--- config.mk ---
export PLATFORM = sky130hd
export DESIGN_NAME = spi_dbuf_master
export DESIGN_NICKNAME = d
export VERILOG_FILES = /design/src/rtl/spim_pkg.sv /design/src/rtl/spim_clkgen.sv /design/src/rtl/spim_rxpath.sv /design/src/rtl/spi_dbuf_master.sv
export SDC_FILE = /design/constraint.sdc
export NUM_CORES = 1
export LEC_CHECK = 0
export BUFFER_PORTS_ARGS = -buffer_cell sky130_fd_sc_hd__buf_2
export CAP_MARGIN = 20
export CORE_AREA = 2 2 76 78
export DETAILED_ROUTE_END_ITERATION = 10
export DIE_AREA = 0 0 78 80
export GPL_TIMING_DRIVEN = 0
export PLACE_DENSITY = 0.77
export RECOVER_POWER = 50
export SETUP_SLACK_MARGIN = 0.3
export SYNTH_ARGS = -nofsm -noshare
export SYNTH_HDL_FRONTEND = slang
export SYNTH_HIERARCHICAL = 1
export SYNTH_SLANG_ARGS = --single-unit
export TNS_END_PERCENT = 5
--- constraint.sdc ---
create_clock -name clk -period 3.54 [get_ports clk]
set_input_delay 0.354 -clock clk [delete_from_list [all_inputs] [get_ports clk]]
set_output_delay 0.354 -clock clk [all_outputs]
set_load 0.03 [all_outputs]
--- src/rtl/spim_pkg.sv ---
package spim_pkg;
    typedef enum logic [1:0] {
        ST_IDLE,
        ST_LEAD,
        ST_SHIFT,
        ST_TRAIL
    } spim_state_e;
endpackage

--- src/rtl/spim_clkgen.sv ---
module spim_clkgen #(
    parameter int DIVW = 8
) (
    input  logic            clk,
    input  logic            rst_n,
    input  logic            run,
    input  logic [DIVW-1:0] half,
    output logic            tick
);
    logic [DIVW-1:0] cnt;

    always_ff @(posedge clk or negedge rst_n) begin
        if (!rst_n)
            cnt <= '0;
        else if (!run || cnt >= half)
            cnt <= '0;
        else
            cnt <= cnt + 1'b1;
    end

    assign tick = run && (cnt >= half);

    AST_TICK_SPACING: assert property (@(posedge clk) disable iff (!rst_n)
        tick && run && (half != '0) && $stable(half) |=> !tick);
endmodule

--- src/rtl/spim_rxpath.sv ---
module spim_rxpath #(
    parameter int W = 8
) (
    input  logic         clk,
    input  logic         rst_n,
    input  logic         ld,
    input  logic [W-1:0] din,
    input  logic         rd,
    input  logic         clr_ovf,
    input  logic         overwrite,
    output logic [W-1:0] hold_q,
    output logic         full_q,
    output logic         ovf_q
);
    logic collide;
    assign collide = ld && full_q && !rd;

    always_ff @(posedge clk or negedge rst_n) begin
        if (!rst_n) begin
            hold_q <= '0;
            full_q <= 1'b0;
            ovf_q  <= 1'b0;
        end else begin
            if (clr_ovf)
                ovf_q <= 1'b0;
            if (ld) begin
                full_q <= 1'b1;
                if (collide) begin
                    ovf_q <= 1'b1;
                    if (overwrite)
                        hold_q <= din;
                end else begin
                    hold_q <= din;
                end
            end else if (rd) begin
                full_q <= 1'b0;
            end
        end
    end

    AST_RX_FLAG_SET: assert property (@(posedge clk) disable iff (!rst_n)
        ld |=> full_q);
    AST_OVF_RAISE: assert property (@(posedge clk) disable iff (!rst_n)
        ld && full_q && !rd |=> ovf_q);
    AST_DISCARD_KEEPS: assert property (@(posedge clk) disable iff (!rst_n)
        ld && full_q && !rd && !overwrite |=> hold_q == $past(hold_q));
endmodule

--- src/rtl/spi_dbuf_master.sv ---
module spi_dbuf_master
    import spim_pkg::*;
#(
    parameter int W    = 8,
    parameter int DIVW = 8
) (
    input  logic            clk,
    input  logic            rst_n,
    input  logic            cfg_cpol,
    input  logic            cfg_cpha,
    input  logic            cfg_txmode,
    input  logic            cfg_overwrite,
    input  logic            cfg_early,
    input  logic [DIVW-1:0] cfg_half,
    input  logic            tx_wr,
    input  logic [W-1:0]    tx_data,
    input  logic            rx_rd,
    input  logic            ovf_clr,
    output logic [W-1:0]    rx_data,
    output logic            irq_tx,
    output logic            irq_rx,
    output logic            flag_ovf,
    output logic            busy,
    output logic            sclk,
    output logic            mosi,
    input  logic            miso,
    output logic            ss_n
);
    localparam int HALVES = 2 * W;
    localparam int HW     = $clog2(HALVES);
    localparam logic [HW-1:0] H_LAST = HW'(HALVES - 1);
    localparam logic [HW-1:0] H_SAMP = HW'(HALVES - 2);

    spim_state_e state, nxt;
    logic [HW-1:0] h;
    logic [W-1:0]  tx_hold, tx_sr, rx_sr, rx_byte;
    logic          tx_full, rd_req, irq_tx_q, ss_q;
    logic          tick, start_ok, last_half, load_now, rx_ld;

    spim_clkgen #(.DIVW(DIVW)) u_clk (
        .clk  (clk),
        .rst_n(rst_n),
        .run  (state != ST_IDLE),
        .half (cfg_half),
        .tick (tick)
    );

    assign start_ok  = tx_full || (!cfg_txmode && rd_req);
    assign last_half = (h == H_LAST);
    assign load_now  = start_ok &&
                       ((state == ST_IDLE) || (state == ST_SHIFT && tick && last_half));
    assign rx_ld     = (state == ST_SHIFT) && tick && (cfg_early ? (h == H_SAMP) : last_half);
    assign rx_byte   = cfg_early ? {rx_sr[W-2:0], miso} : rx_sr;

    always_comb begin
        nxt = state;
        unique case (state)
            ST_IDLE:  if (start_ok) nxt = ST_LEAD;
            ST_LEAD:  if (tick) nxt = ST_SHIFT;
            ST_SHIFT: if (tick && last_half && !start_ok) nxt = ST_TRAIL;
            ST_TRAIL: if (tick) nxt = ST_IDLE;
        endcase
    end

    always_ff @(posedge clk or negedge rst_n) begin
        if (!rst_n) state <= ST_IDLE;
        else        state <= nxt;
    end

    always_ff @(posedge clk or negedge rst_n) begin
        if (!rst_n) begin
            tx_hold  <= '0;
            tx_full  <= 1'b0;
            tx_sr    <= '0;
            rx_sr    <= '0;
            rd_req   <= 1'b0;
            irq_tx_q <= 1'b0;
            ss_q     <= 1'b1;
            h        <= '0;
        end else begin
            if (tx_wr) begin
                tx_hold <= tx_data;
                tx_full <= 1'b1;
            end else if (load_now && tx_full) begin
                tx_full <= 1'b0;
            end

            if (tx_wr)
                irq_tx_q <= 1'b0;
            else if (load_now && tx_full)
                irq_tx_q <= 1'b1;

            if (load_now)
                rd_req <= 1'b0;
            else if (rx_rd && !cfg_txmode)
                rd_req <= 1'b1;

            if (load_now)
                tx_sr <= tx_full ? tx_hold : '1;
            else if (state == ST_SHIFT && tick && h[0] && !last_half)
                tx_sr <= {tx_sr[W-2:0], 1'b0};

            if (state == ST_SHIFT && tick && !h[0])
                rx_sr <= {rx_sr[W-2:0], miso};

            if (state != ST_SHIFT)
                h <= '0;
            else if (tick)
                h <= last_half ? '0 : h + 1'b1;

            if (state == ST_IDLE && start_ok)
                ss_q <= 1'b0;
            else if (state == ST_TRAIL && tick)
                ss_q <= 1'b1;
        end
    end

    spim_rxpath #(.W(W)) u_rx (
        .clk      (clk),
        .rst_n    (rst_n),
        .ld       (rx_ld),
        .din      (rx_byte),
        .rd       (rx_rd),
        .clr_ovf  (ovf_clr),
        .overwrite(cfg_overwrite),
        .hold_q   (rx_data),
        .full_q   (irq_rx),
        .ovf_q    (flag_ovf)
    );

    assign sclk   = (state == ST_SHIFT) ? (cfg_cpol ^ h[0] ^ cfg_cpha) : cfg_cpol;
    assign mosi   = tx_sr[W-1];
    assign ss_n   = ss_q;
    assign irq_tx = irq_tx_q;
    assign busy   = (state != ST_IDLE) || tx_full;

    AST_SCLK_PARKED: assert property (@(posedge clk) disable iff (!rst_n)
        ss_n |-> sclk == cfg_cpol);
    AST_STALL_STOP: assert property (@(posedge clk) disable iff (!rst_n)
        cfg_txmode && state == ST_SHIFT && tick && last_half && !tx_full && !tx_wr
        |=> state == ST_TRAIL);
    AST_TX_FLAG_LOAD: assert property (@(posedge clk) disable iff (!rst_n)
        state == ST_IDLE && tx_full && !tx_wr |=> irq_tx && !busy == 1'b0);
    AST_BUSY_WHILE_SELECTED: assert property (@(posedge clk) disable iff (!rst_n)
        !ss_n |-> busy);
endmodule

After elaboration in Yosys (flattened, before gate mapping)
Cells that the tools add are included.

Register bits after elaboration: 52. Input bits: 27. Logic and storage cells: 96.

$add $sub $neg: 2. $lt $le $gt $ge: 1. Eq/ne operators: 11. Multiplexer cells: 30. Bitwise gates (word level): 2. Reductions and logical operators: 37.

Operator list (number): two-way mux 8 bit (7); logical AND 1 bit (17); two-way mux 1 bit (15); nonzero test 2 bit (7); two-way mux 4 bit (3); != test 2 bit, second input constant (5); adder 8 x 1 -> 8 bit, second input constant (1); == test 4 bit, second input constant (2); greater-or-equal comparator 8 bit (1); two-way mux 2 bit (4); one-hot mux 2 bit (4 select lines) (1); logical NOT 1 bit (6); adder 4 x 1 -> 4 bit, second input constant (1); == test 2 bit, second input constant (2); logical OR 1 bit (4); AND reduction 4 bit (1); == test 2 x 1 -> 1 bit, second input constant (1); logical NOT 2 bit (1); != test 2 x 1 -> 1 bit, second input constant (1); AND reduction 2 bit (1); XOR 1 bit (2).

Logic depth before layout (Yosys ltp)
Depth in word-level cells: 9. Depth in mapped cells: 12.

Hierarchy
Netlist, hierarchy kept.

Modules (own cells, without submodules): spi_dbuf_master (times used 1, cells an instance 143, area an instance 1709.1 sq um, seq. area each 852.1 sq um); spim_clkgen (times used 1, cells an instance 59, area an instance 578.1 sq um, seq. area each 200.2 sq um); spim_rxpath (times used 1, cells an instance 51, area an instance 548.0 sq um, seq. area each 250.2 sq um).

Worst setup path before layout
OpenSTA, ideal clock, no wires.

Path kind: reg2reg. From: reg u_clk.cnt[2]. To: reg rx_sr[0]. Data arrival time: 2.276 ns. Data required time: 3.415 ns. Setup slack: 1.140 ns. Stages on the path, launching flop included: 10. Period minus slack after synthesis: 2.400 ns. Cells stage by stage: dfrtp_1 > ha_1 > or3_1 > a21oi_1 > o31ai_1 > and2_1 > inv_2 > nor2_1 > nand2_1 > mux2_2.

Word-level cells in the longest chain between the ends: 4.

Ends and longest elaborated chain: start: declaration (RTL line spim_clkgen.sv:10) `logic [DIVW-1:0] cnt;`; start signal: assignment (RTL line spim_clkgen.sv:18) `cnt <= cnt + 1'b1;`; greater-or-equal comparator 8 bit (RTL line spim_clkgen.sv:21) `assign tick = run && (cnt >= half);`; logical AND 1 bit (RTL line spim_clkgen.sv:21); via tick (RTL line spi_dbuf_master.sv:38) `logic tick, start_ok, last_half, load_now, rx_ld;`; logical AND 1 bit (2 in a row) (RTL line spi_dbuf_master.sv:103) `if (state == ST_SHIFT && tick && !h[0])`; end signal: assignment (RTL line spi_dbuf_master.sv:104) `rx_sr <= {rx_sr[W-2:0], miso};`; end: declaration (RTL line spi_dbuf_master.sv:36) `logic [W-1:0] tx_hold, tx_sr, rx_sr, rx_byte;`.

The timed path passes the listed nets, and every way through them passes these cells. A chain may end at the register's enable or synchronous reset.

Final worst setup path
From: reg u_clk.cnt[4]. To: reg u_rx.hold_q[5].

Word-level cells in the longest chain between the ends: 8. Elaborated cells on any way between the ends: 9. Those cells by class: order compare (1); eq/ne (1); mux (1); reduce/logical (6).

Ends and longest elaborated chain: greater-or-equal comparator 8 bit (*) (RTL line spim_clkgen.sv:21); logical AND 1 bit (*) (RTL line spim_clkgen.sv:21); via tick (RTL line spi_dbuf_master.sv:38); logical AND 1 bit (*) (2 in a row) (RTL line spi_dbuf_master.sv:52) `assign rx_ld = (state == ST_SHIFT) && tick && (cfg_early ? (h == H_SAMP) : last_half);`; via rx_ld (RTL line spi_dbuf_master.sv:38); logical AND 1 bit (2 in a row) (RTL line spim_rxpath.sv:16) `assign collide = ld && full_q && !rd;`; != test 2 bit (no line); AND reduction 2 bit (no line); end signal: assignment (RTL line spim_rxpath.sv:31) `hold_q <= din;`; end signal: assignment (RTL line spim_rxpath.sv:33) `hold_q <= din;`; end: declaration (RTL line spim_rxpath.sv:11) `output logic [W-1:0] hold_q,`.

Mark *: on every way through the listed nets, which the timed path passes. The rest lies on a longest branch.

==> parameters.txt <==
Parameter                              Value

Outcome
  Result of the run ... finished, final reports clean

Finish
  # nets final ... 343
  Fraction of final layout cells with drive strength greater than 1 ... 0.288
  Antenna cell count ... 0
  Area Overhead vs Synth ... 15.0%

Run
  Count of max-cap constraint violations ... 0

Floorplan
  Total I/O pin count ... 42
  Die ar. ... 6240 µm²
  Core region area ... 5410 µm²
  Die Ht ... 80 µm
  Number of standard-cell rows in the floorplan ... 27
  Starting Density ... 0.525
  Horizontal extent of the die ... slightly below 80 µm

Drt
  Sum of routed wire length over all layers ... 4870 µm
  Remaining number of nets flagged by the antenna check after routing ... 0
  Via count ... 1929
  DRT iter0 DRCs ... 79
  Residual DRC count ... 0
  Number of detailed-routing iterations run before antenna repair ... 4
  Via/cell ratio ... 5.16
  Detail-routed net length per standard cell ... 13.0 µm

Setup path
  Arrival time of data at the critical path endpoint ... 2910 ps
  Worst setup EP type ... flip-flop
  Worst Path Required ... around 3800 ps
  Largest fanout on the critical path ... 10
  Launching element type of the critical path ... flip-flop
  WS Path Type ... flip-flop to flip-flop

Pwr
  Switching share of total power ... 0.332
  Design Power ... 1.78 mW
  Sequential power share ... 0.441
  Switching power summed over all nets ... 0.591 mW
  Static leakage ... 1.57 nW
  Clk network pwr share ... 0.223
  Pint ... 1.19 mW
  Power per cell area ... 546 nW/µm²
  Worst voltage drop across the vdd grid ... about 0.00035 V
  Comb pwr share ... 0.335

Synthesis
  Number of synthesized register bits ... 52
  Portion of the post-synthesis area used by sequential elements ... 0.459
  Most frequently used cell type in the post-synthesis netlist ... dfrtp_1
  Number of flops mapped to enable cells by yosys ... 0
  Commonest cells in the netlist ... 51 x dfrtp_1, 24 x mux2_2, 20 x nor2_1
  Post-synthesis cell type count ... 46
  Number of standard cells after synthesis ... 253
  Most used flip-flop cell after synthesis ... dfrtp_1
  Mapped Area ... 2840 µm²
  Mean instance size in the synthesized netlist ... 11.2 µm²
  Area share of the largest cell type after synthesis ... 0.450
  Net Count, Synth ... 295
  Largest area contributor in the synthesized netlist ... dfrtp_1
  Post-synthesis async set-or-reset flop share ... 1.00
  Leading cell types by total area after synthesis ... dfrtp_1 45%, mux2_2 9.5%, ha_1 6.6%
  Synth Warn # ... 6

Global route
  Vias in the first global route ... ~1900
  Number of antenna violations at the first check in global routing ... 0
  GRT Total Usage ... 0.174
  Wire length of the first global-routing pass ... 8740 µm
  Total global routing overflow ... 0
  Maximum number of pins on one net before global-route repair ... 42

Placement
  IO buf count ... 39
  GP Congestion ... 0.801
  Detail Placement HPWL ... 3650 µm

STA
  Transition at the pin with the smallest max-transition slack ... 733 ps
  Number of hold violations in the final report ... 0
  Pins over their slew limit ... 0
  Number of setup violations in the final report ... 0
  Worst clock skew ... 9.51 ps
  Final period demand of the worst path ... roughly 2700 ps
  Worst slew margin ... 0.511
  Fin Setup TNS ... 0 ps
  RSZ-0062 raised after global routing ... no
  Share of the cycle needed by the critical path after routing ... 0.761
  Achievable Freq ... around 0.37 GHz
  Worst hold slack after final layout ... 286 ps

Clocking
  Number of H-tree levels ... 2
  Root Buffer Master ... clkbuf_8
  Buffer levels on the longest clock path ... 2
  Clock sink count ... 52
  Clk pin slew, worst setup/hold paths ... ~90 ps
  Total CTS buffers ... 5
  Total of cells resized after clock tree synthesis ... 0
  TritonCTS clock tree ... done
  Worst-skew pair later-pin latency ... 300 ps

Hold path
  Class of the tightest hold or removal check ... primary input to flip-flop
metal layers:
metal  part of all wire  track usage  vias to the layer above
met4             0.0055       0.0368                        0
met1               0.47        0.225                      916
met3              0.040       0.0373                        4
li1                   -            -                      976
met5                  0            0                        -
met2               0.48        0.303                       33
metrics by stage:
stage / util / std cells / cell area [µm²] / setup WS, ps
global placement: 0.577 / 364 / 3120 / 878
global route: 0.603 / 374 / 3260 / 611
CTS: 0.603 / 374 / 3260 / 827
finish: 0.603 / 374 / 3260 / 845
detailed placement: 0.581 / 365 / 3140 / 827
floorplan: - / 253 / 2840 / 1140
worst paths after layout:
check                            endpoint  cells after the start    startpoint  slack [ps]
max in group asynchronous            ss_n                      3         rst_n        2210
hold / removal                 tx_hold[2]                      2    tx_data[2]         290
min in group asynchronous            h[3]                      2         rst_n         620
hold reg to reg                    rd_req                      2        rd_req         500
setup reg to reg           u_rx/hold_q[5]                     11  u_clk/cnt[4]         850
setup / recovery           u_rx/hold_q[5]                     11  u_clk/cnt[4]         850
power by group through the flow:
stage | Sequential (mW) | Clock, mW | Combinational [mW]
final | 0.786 | 0.398 | 0.597
after global routing | 0.804 | 0.442 | 0.679
after CTS | 0.788 | 0.417 | 0.608
after detailed placement | 0.799 | 0 | 0.602
after global placement | 0.795 | 0 | 0.578
after floorplan | 0.799 | 0 | 0.453
cell usage in the layout (no fill, tap or decap), types with 5 or more instances in the layout:
cell type  netlist  layout
nand4bb_1        8       8
inv_1           17      17
nand2_1         16      16
and2_1           6       6
nand2b_1        10      10
o211ai_1         9       9
buf_2            1      39
ha_1            15      15
xor2_1           5       5
nor2_1          20      20
mux2i_1         16      16
dfrtp_1         51      51
clkbuf_8         0       5
clkbuf_1         4       5
a21oi_1          8       8
mux2_2          24      24
registers in the layout (all words and copies together) (netlist names), 2 cells and up:
name	cells
rx_sr	8
tx_sr	8
u_rx/hold_q	8
tx_hold	8
state	2
h	4
u_clk/cnt	8
area by class of cell:
| class | count | area (µm²) |
|---|---|---|
| timing repair buffer | 41 | 224 |
| sequential | 52 | 1300 |
| clock inverter | 3 | 42.5 |
| tap | 72 | 90.1 |
| fill | 471 | 2140 |
| inverter | 19 | 71.3 |
| clock buffer | 5 | 68.8 |
| multi-input combinational | 173 | 1410 |
| buffer | 9 | 53.8 |
repair_timing:
action,in CTS,in global routing
hold buffers,1,0
hold endpoints to repair,11,0
buffers inserted,0,0
cells by family (layout without fill, tap and decap cells):
group / Yosys count / count (layout) / synth area share
buffers and inverters: 28 / 77 / 0.0441
AO/OA/AOI/OAI: 33 / 33 / 0.0931
XOR/XNOR: 9 / 9 / 0.0278
multiplexers: 41 / 41 / 0.157
AND/OR/NAND/NOR: 75 / 75 / 0.152
flip-flops: 52 / 52 / 0.459
adder cells (fa/ha/maj): 15 / 15 / 0.0662
worst max-delay path: stages, from the launching register on:
cell      delay [ps]
dfrtp_1          440
ha_1             300
o21a_1           110
a21oi_1          120
o31ai_1          280
and2_1           300
nand2_1          130
nor3_1           190
clkbuf_1         280
buf_4            230
nand2_1           70
o211ai_1         160
Note: power is estimated with default switching activity, not from simulation.
